<file path="config.mk">
export PLATFORM = sky130hd
export DESIGN_NAME = wake_ctrl
export DESIGN_NICKNAME = d
export VERILOG_FILES = /design/src/rtl/wake_ctrl.sv
export SDC_FILE = /design/constraint.sdc
export NUM_CORES = 1
export LEC_CHECK = 0
export BUFFER_PORTS_ARGS = -buffer_cell sky130_fd_sc_hd__buf_2
export CAP_MARGIN = 20
export CORE_ASPECT_RATIO = 0.7
export CORE_UTILIZATION = 31
export CTS_CLUSTER_DIAMETER = 50
export DETAILED_ROUTE_END_ITERATION = 10
export GPL_TIMING_DRIVEN = 0
export PLACE_DENSITY = 0.6
export SYNTH_ARGS = -nofsm -noshare
export SYNTH_HDL_FRONTEND = slang
export SYNTH_SLANG_ARGS = --single-unit
</file>
<file path="constraint.sdc">
create_clock -name clk -period 2.4 [get_ports clk]
set_clock_uncertainty 0.1 [all_clocks]
set_input_delay 0.48 -clock clk [delete_from_list [all_inputs] [get_ports clk]]
set_output_delay 0.48 -clock clk [all_outputs]
set_load 0.02 [all_outputs]
</file>
<file path="src/rtl/wake_ctrl.sv">
module wake_ctrl #(
  parameter int PORT_W = 8,
  parameter int IRQ_N  = 4
) (
  input  logic              clk,
  input  logic              rst_n,
  input  logic              ext_rst_req,
  input  logic [PORT_W-1:0] port_in,
  input  logic [PORT_W-1:0] port_wake_en,
  input  logic [IRQ_N-1:0]  irq_flag,
  input  logic [IRQ_N-1:0]  irq_en,
  input  logic              stack_full,
  input  logic              wdt_ovf,
  input  logic              halt_op,
  input  logic              clr_wdt_op,
  output logic              full_rst,
  output logic              pc_sp_rst,
  output logic              resume_next,
  output logic              take_vector,
  output logic              to_flag,
  output logic              pd_flag
);

  logic              asleep;
  logic [PORT_W-1:0] pin_s1, pin_s2, pin_old;
  logic [IRQ_N-1:0]  stale;

  wire [PORT_W-1:0] pin_fall  = pin_old & ~pin_s2 & port_wake_en;
  wire [IRQ_N-1:0]  irq_live  = irq_flag & ~stale;
  wire              port_wake = |pin_fall;
  wire              irq_wake  = |irq_live;
  wire              irq_serve = (|(irq_live & irq_en)) & ~stack_full;

  always_ff @(posedge clk or negedge rst_n) begin
    if (!rst_n) begin
      pin_s1      <= '0;
      pin_s2      <= '0;
      pin_old     <= '0;
      asleep      <= 1'b0;
      stale       <= '0;
      full_rst    <= 1'b0;
      pc_sp_rst   <= 1'b0;
      resume_next <= 1'b0;
      take_vector <= 1'b0;
      to_flag     <= 1'b0;
      pd_flag     <= 1'b0;
    end else begin
      pin_s1      <= port_in;
      pin_s2      <= pin_s1;
      pin_old     <= pin_s2;
      full_rst    <= 1'b0;
      pc_sp_rst   <= 1'b0;
      resume_next <= 1'b0;
      take_vector <= 1'b0;
      if (ext_rst_req) begin
        full_rst <= 1'b1;
        asleep   <= 1'b0;
      end else if (asleep) begin
        stale <= stale & irq_flag;
        if (wdt_ovf) begin
          pc_sp_rst <= 1'b1;
          to_flag   <= 1'b1;
          asleep    <= 1'b0;
        end else if (irq_wake) begin
          take_vector <= irq_serve;
          resume_next <= ~irq_serve;
          asleep      <= 1'b0;
        end else if (port_wake) begin
          resume_next <= 1'b1;
          asleep      <= 1'b0;
        end
      end else begin
        if (clr_wdt_op) begin
          to_flag <= 1'b0;
          pd_flag <= 1'b0;
        end
        if (halt_op) begin
          pd_flag <= 1'b1;
          asleep  <= 1'b1;
          stale   <= irq_flag;
        end
      end
    end
  end

endmodule


</file>
Yosys cells after proc, flatten, opt, wreduce, memory -nomap -nowiden
Cells that the tools add are included.

storage, ports and cells
  register bits = 35
  logic and storage cells = 58
  input port bits = 31
  output and inout bits = 6

operators by class
  reduce and logical (&&, ||, !) cells = 9
  equality and inequality tests = 1
  bitwise gates (word level) = 12
  muxes and demuxes = 25

operator list
  operator              count
  $mux W1               23
  $and A8 B8 Y8         2
  $and A4 B4 Y4         3
  $mux W4               2
  $not A8 Y8            1
  $reduce_or A4 Y1      2
  $reduce_or A8 Y1      1
  $reduce_and A3 Y1     2
  $reduce_bool A2 Y1    3
  $not A1 Y1            4
  $not A4 Y4            1
  $ne A2 B2 Y1 const B  1
  $reduce_and A2 Y1     1
  $and A1 B1 Y1         1

Depth between registers and ports, before layout
  depth after elaboration = 10
  depth in mapped cells = 4

Least setup slack after synthesis
OpenSTA, ideal clock, no wires.

  path type = in2reg
  start = input port irq_flag[3]
  end = register resume_next
  setup slack = 0.457 ns
  path buffers = 0
  arrival = 1.722 ns
  cell stages on the path = 4
  data required time = 2.180 ns
  cells stage by stage = nor2b_4 > or4_4 > or3_4 > o211a_1

on the way
  longest elaborated chain between the ends = 9

ends and longest elaborated chain
  item                  RTL line  RTL
  start, declared       10        input logic [IRQ_N-1:0] irq_flag,
  $and A4 B4 Y4 (*)     29        wire [IRQ_N-1:0] irq_live = irq_flag & ~stale;
  $and A4 B4 Y4         32        wire irq_serve = (|(irq_live & irq_en)) & ~stack_full;
  $reduce_or A4 Y1      32
  $and A1 B1 Y1         32
  $not A1 Y1            66        resume_next <= ~irq_serve;
  $mux W1 (*)           64        end else if (irq_wake) begin
  $mux W1 (*)           60        if (wdt_ovf) begin
  $mux W1 (*)           58        end else if (asleep) begin
  $mux W1 (*)           55        if (ext_rst_req) begin
  end signal, assigned  66
  end, declared         18        output logic resume_next,

Mark *: on every way between the ends. The rest lies on a longest branch, timed or not.
A chain may end at the register's enable or synchronous reset.

Final worst setup path
  start = register stale[3]
  end = register asleep

on the way
  longest elaborated chain between the ends = 7

ends and longest elaborated chain
  item                    RTL line  RTL
  start, declared         26        logic [IRQ_N-1:0] stale;
  start signal, assigned  59        stale <= stale & irq_flag;
  start signal, assigned  80        stale <= irq_flag;
  $not A4 Y4              29
  $and A4 B4 Y4           29
  $reduce_or A4 Y1        31        wire irq_wake = |irq_live;
  $mux W1                 64
  $mux W1                 60
  $mux W1                 58
  $mux W1                 55
  end signal, assigned    57        asleep <= 1'b0;
  end signal, assigned    63        asleep <= 1'b0;
  end signal, assigned    67        asleep <= 1'b0;
  end, declared           24        logic asleep;

No other way between the ends.

==> run_results.csv <==
group,metric,value,unit
setup_path,timing.rr.start,"stale[3]",
layout,final_common_cell,"buf_2",
setup_path,cp_cell_sequence,"nor2b_4 > or4_4 > or3_4 > o32ai_2",
clock_network,cts_max_path_buffers,2,
logic_synthesis,synth.avg_cell_area,13.59,um^2
logic_synthesis,synthCells,89,
layout,layout_common_cells,"36 x buf_2, 35 x dfrtp_1, 11 x o21ai_0",
layout,areaGrowthSynthToFinish,29.37,%
logic_synthesis,ys_seq_area_share,72.39,%
placed_design,pre_cts_slack,248.8,ps
power,fin_total_pwr,1.285,mW
floorplan,die_y,54.27,um
placed_design,port_buffers,36,
setup_path,crit_path_start,"stale[3]",
setup_path,cp_max_fo,3,
placed_design,place_area,1453,um^2
worst_hold_path,hold_class,"input port to async pin",
logic_synthesis,synth_seq_cells,35,
clock_network,clock_latency,280,ps
timing,period_share,78.54,%
clock_network,cts_hold_buf,0,
setup_path,endpoint_kind,"flip-flop",
run,drv_cap,0,
logic_synthesis,post_synth_xor_area_fraction,0,%
layout,final_nets,163,
floorplan,ios,37,
drt,num_vias,805,
layout,drive_gt1_share,36.09,%
placed_design,gp_congestion,0.7777,
drt,ant_nets,0,
power,p_leak,0.7426,nW
drt,drt_iter0_markers,67,
logic_synthesis,yosys.area.top_type,"dfrtp_1",
logic_synthesis,synth_compound_area_share,11.38,%
floorplan,rows,18,
placed_design,dp_hpwl,1562,um
logic_synthesis,synth_top_area_share,72.39,%
logic_synthesis,synth_top_family_by_area,"simple AND/OR/NAND/NOR gates",
timing,finalHoldViolCount,0,
clock_network,cts_tree,"done",
clock_network,htreeDepth,2,
global_routing,grt_antenna_before_repair,0,
logic_synthesis,ys_top_cells_by_area,"dfrtp_1 72%, o21ai_0 4.6%, nand3b_1 3.7%, nor2b_1 3.6%, a21oi_1 2.1%",
setup_path,worstSetupPathType,"flip-flop to flip-flop",
setup_path,arrival,1970,ps
power,p_per_area,820.9,nW/um^2
timing,setup_tns,0,ps
drt,wire_per_inst,11.53,um
timing,slew_viol_final,0,
global_routing,grt_pass1_vias,815,
global_routing,track_usage,12.04,%
logic_synthesis,synth-adder-area-share,0,%
global_routing,grt-ovfl-total,0,
timing,setup_viol,0,
timing,setup_slack,515.1,ps
timing,rsz0062_at_grt,"false",
clock_network,cts_buffers,5,
drt,top_layer,"met4",
timing,max-slew-margin-rel,50.97,%
logic_synthesis,ys_warn_count,0,
clock_network,cts_root_buf,"clkbuf_8",
layout,diodes,0,
setup_path,slowest_delay,540,ps
timing,fmax,530.5,MHz
drt,vias_per_cell,4.399,
setup_path,cp.required,2480,ps
drt,drc,0,
clock_network,cts_resized,0,
timing,tightest_slew,735.5,ps
setup_path,crit_path_start_kind,"flip-flop",
global_routing,grt_max_degree,36,
logic_synthesis,syn-cell-area,1210,um^2
power,vdd_drop_max,0.0004100,V
timing,min_period,1885,ps
drt,dr_wl_met3,178,um
logic_synthesis,syn_nets,120,
logic_synthesis,synth_mux_area_share,0,%
timing,worst_hold_slack,158.8,ps
global_routing,grt_pass1_wl,3663,um
clock_network,cts.sinks,35,
floorplan,dieWidth,76.67,um
clock_network,post_cts_buffers,0,
layout,final_cell_area,1565,um^2
drt,routed_wl,2110,um
status,status,"completed",
drt,wl_met1,947,um
floorplan,core_area,3626,um^2
logic_synthesis,synth_cell_types,21,
drt,wl_met2,979,um
floorplan,start_util,33.37,%
floorplan,dieArea,4161,um^2
logic_synthesis,synth-simple-area-share,15.31,%
setup_path,slowest_stage,"or4_4",
clock_network,clkTransAtPathRegs,70,ps
drt,dr.pass1.iters,4,
==> synth_stat cells <==
master,number
o211ai_1,1
nand2_1,5
and3_1,1
or3_4,1
nor2_1,4
nand4_1,1
a21oi_1,5
o32ai_2,1
nor3b_1,1
or4_4,1
nor2b_1,7
nand3b_1,6
nor2b_4,1
o21ai_0,11
clkbuf_1,1
o211a_1,1
o22ai_1,1
a22o_1,2
nand2b_1,1
dfrtp_1,35
inv_1,2
==> cell families (layout without fill, tap and decap cells) <==
logic type / count (synthesis) / count (layout)
buffers and inverters: 3 / 47
AO/OA/AOI/OAI: 22 / 22
flip-flops: 35 / 35
AND/OR/NAND/NOR: 29 / 29
==> power breakdown <==
group	switching (mW)	internal (mW)	leakage, nW
Clock	0.202	0.309	0.0581
Combinational	0.0653	0.0601	0.270
Sequential	0.0193	0.629	0.414
==> worst max-delay path: cells and delay by family, from the launching register on <==
family          cells  cell delay (ps)
compound gates      1              270
flops               1              410
simple gates        3             1010
==> stage by stage <==
stage / utilization (%) / instances
final: 43.17 / 183
after global routing: 43.17 / 183
after CTS: 43.17 / 183
after detailed placement: 40.06 / 175
after global placement: 40.06 / 175
after floorplan: - / 89
==> area by class of cell <==
type / count / area, um^2
fill: 349 / 2061
timing repair buffer: 36 / 180.2
inverter: 2 / 7.507
tap: 50 / 62.56
buffer: 1 / 3.754
clock buffer: 5 / 68.82
multi-input combinational: 51 / 322.8
sequential: 35 / 875.8
clock inverter: 3 / 43.79
==> per-layer routing <==
layer  GRT usage [%]  vias up
met5               0        -
li1                -      393
met4           4.808        0
met2           19.35       31
met1           14.42      379
met3           5.500        2
==> state kept, by name (all words and copies together), names as in the netlist <==
register     count
take_vector      1
pin_s1           8
stale            4
asleep           1
to_flag          1
resume_next      1
pin_old          8
pin_s2           8
pd_flag          1
pc_sp_rst        1
full_rst         1
==> final timing paths <==
kind,to,slack [ps],cells past startpoint
worst max-delay path,asleep,520,4
worst min-delay path,to_flag,160,1
worst max register to register,asleep,520,4
worst min register to register,pin_s2[4],250,0
max in group asynchronous,pin_s1[1],1570,1
min in group clk,pin_s1[0],200,1
Note: power is estimated with default switching activity, not from simulation.
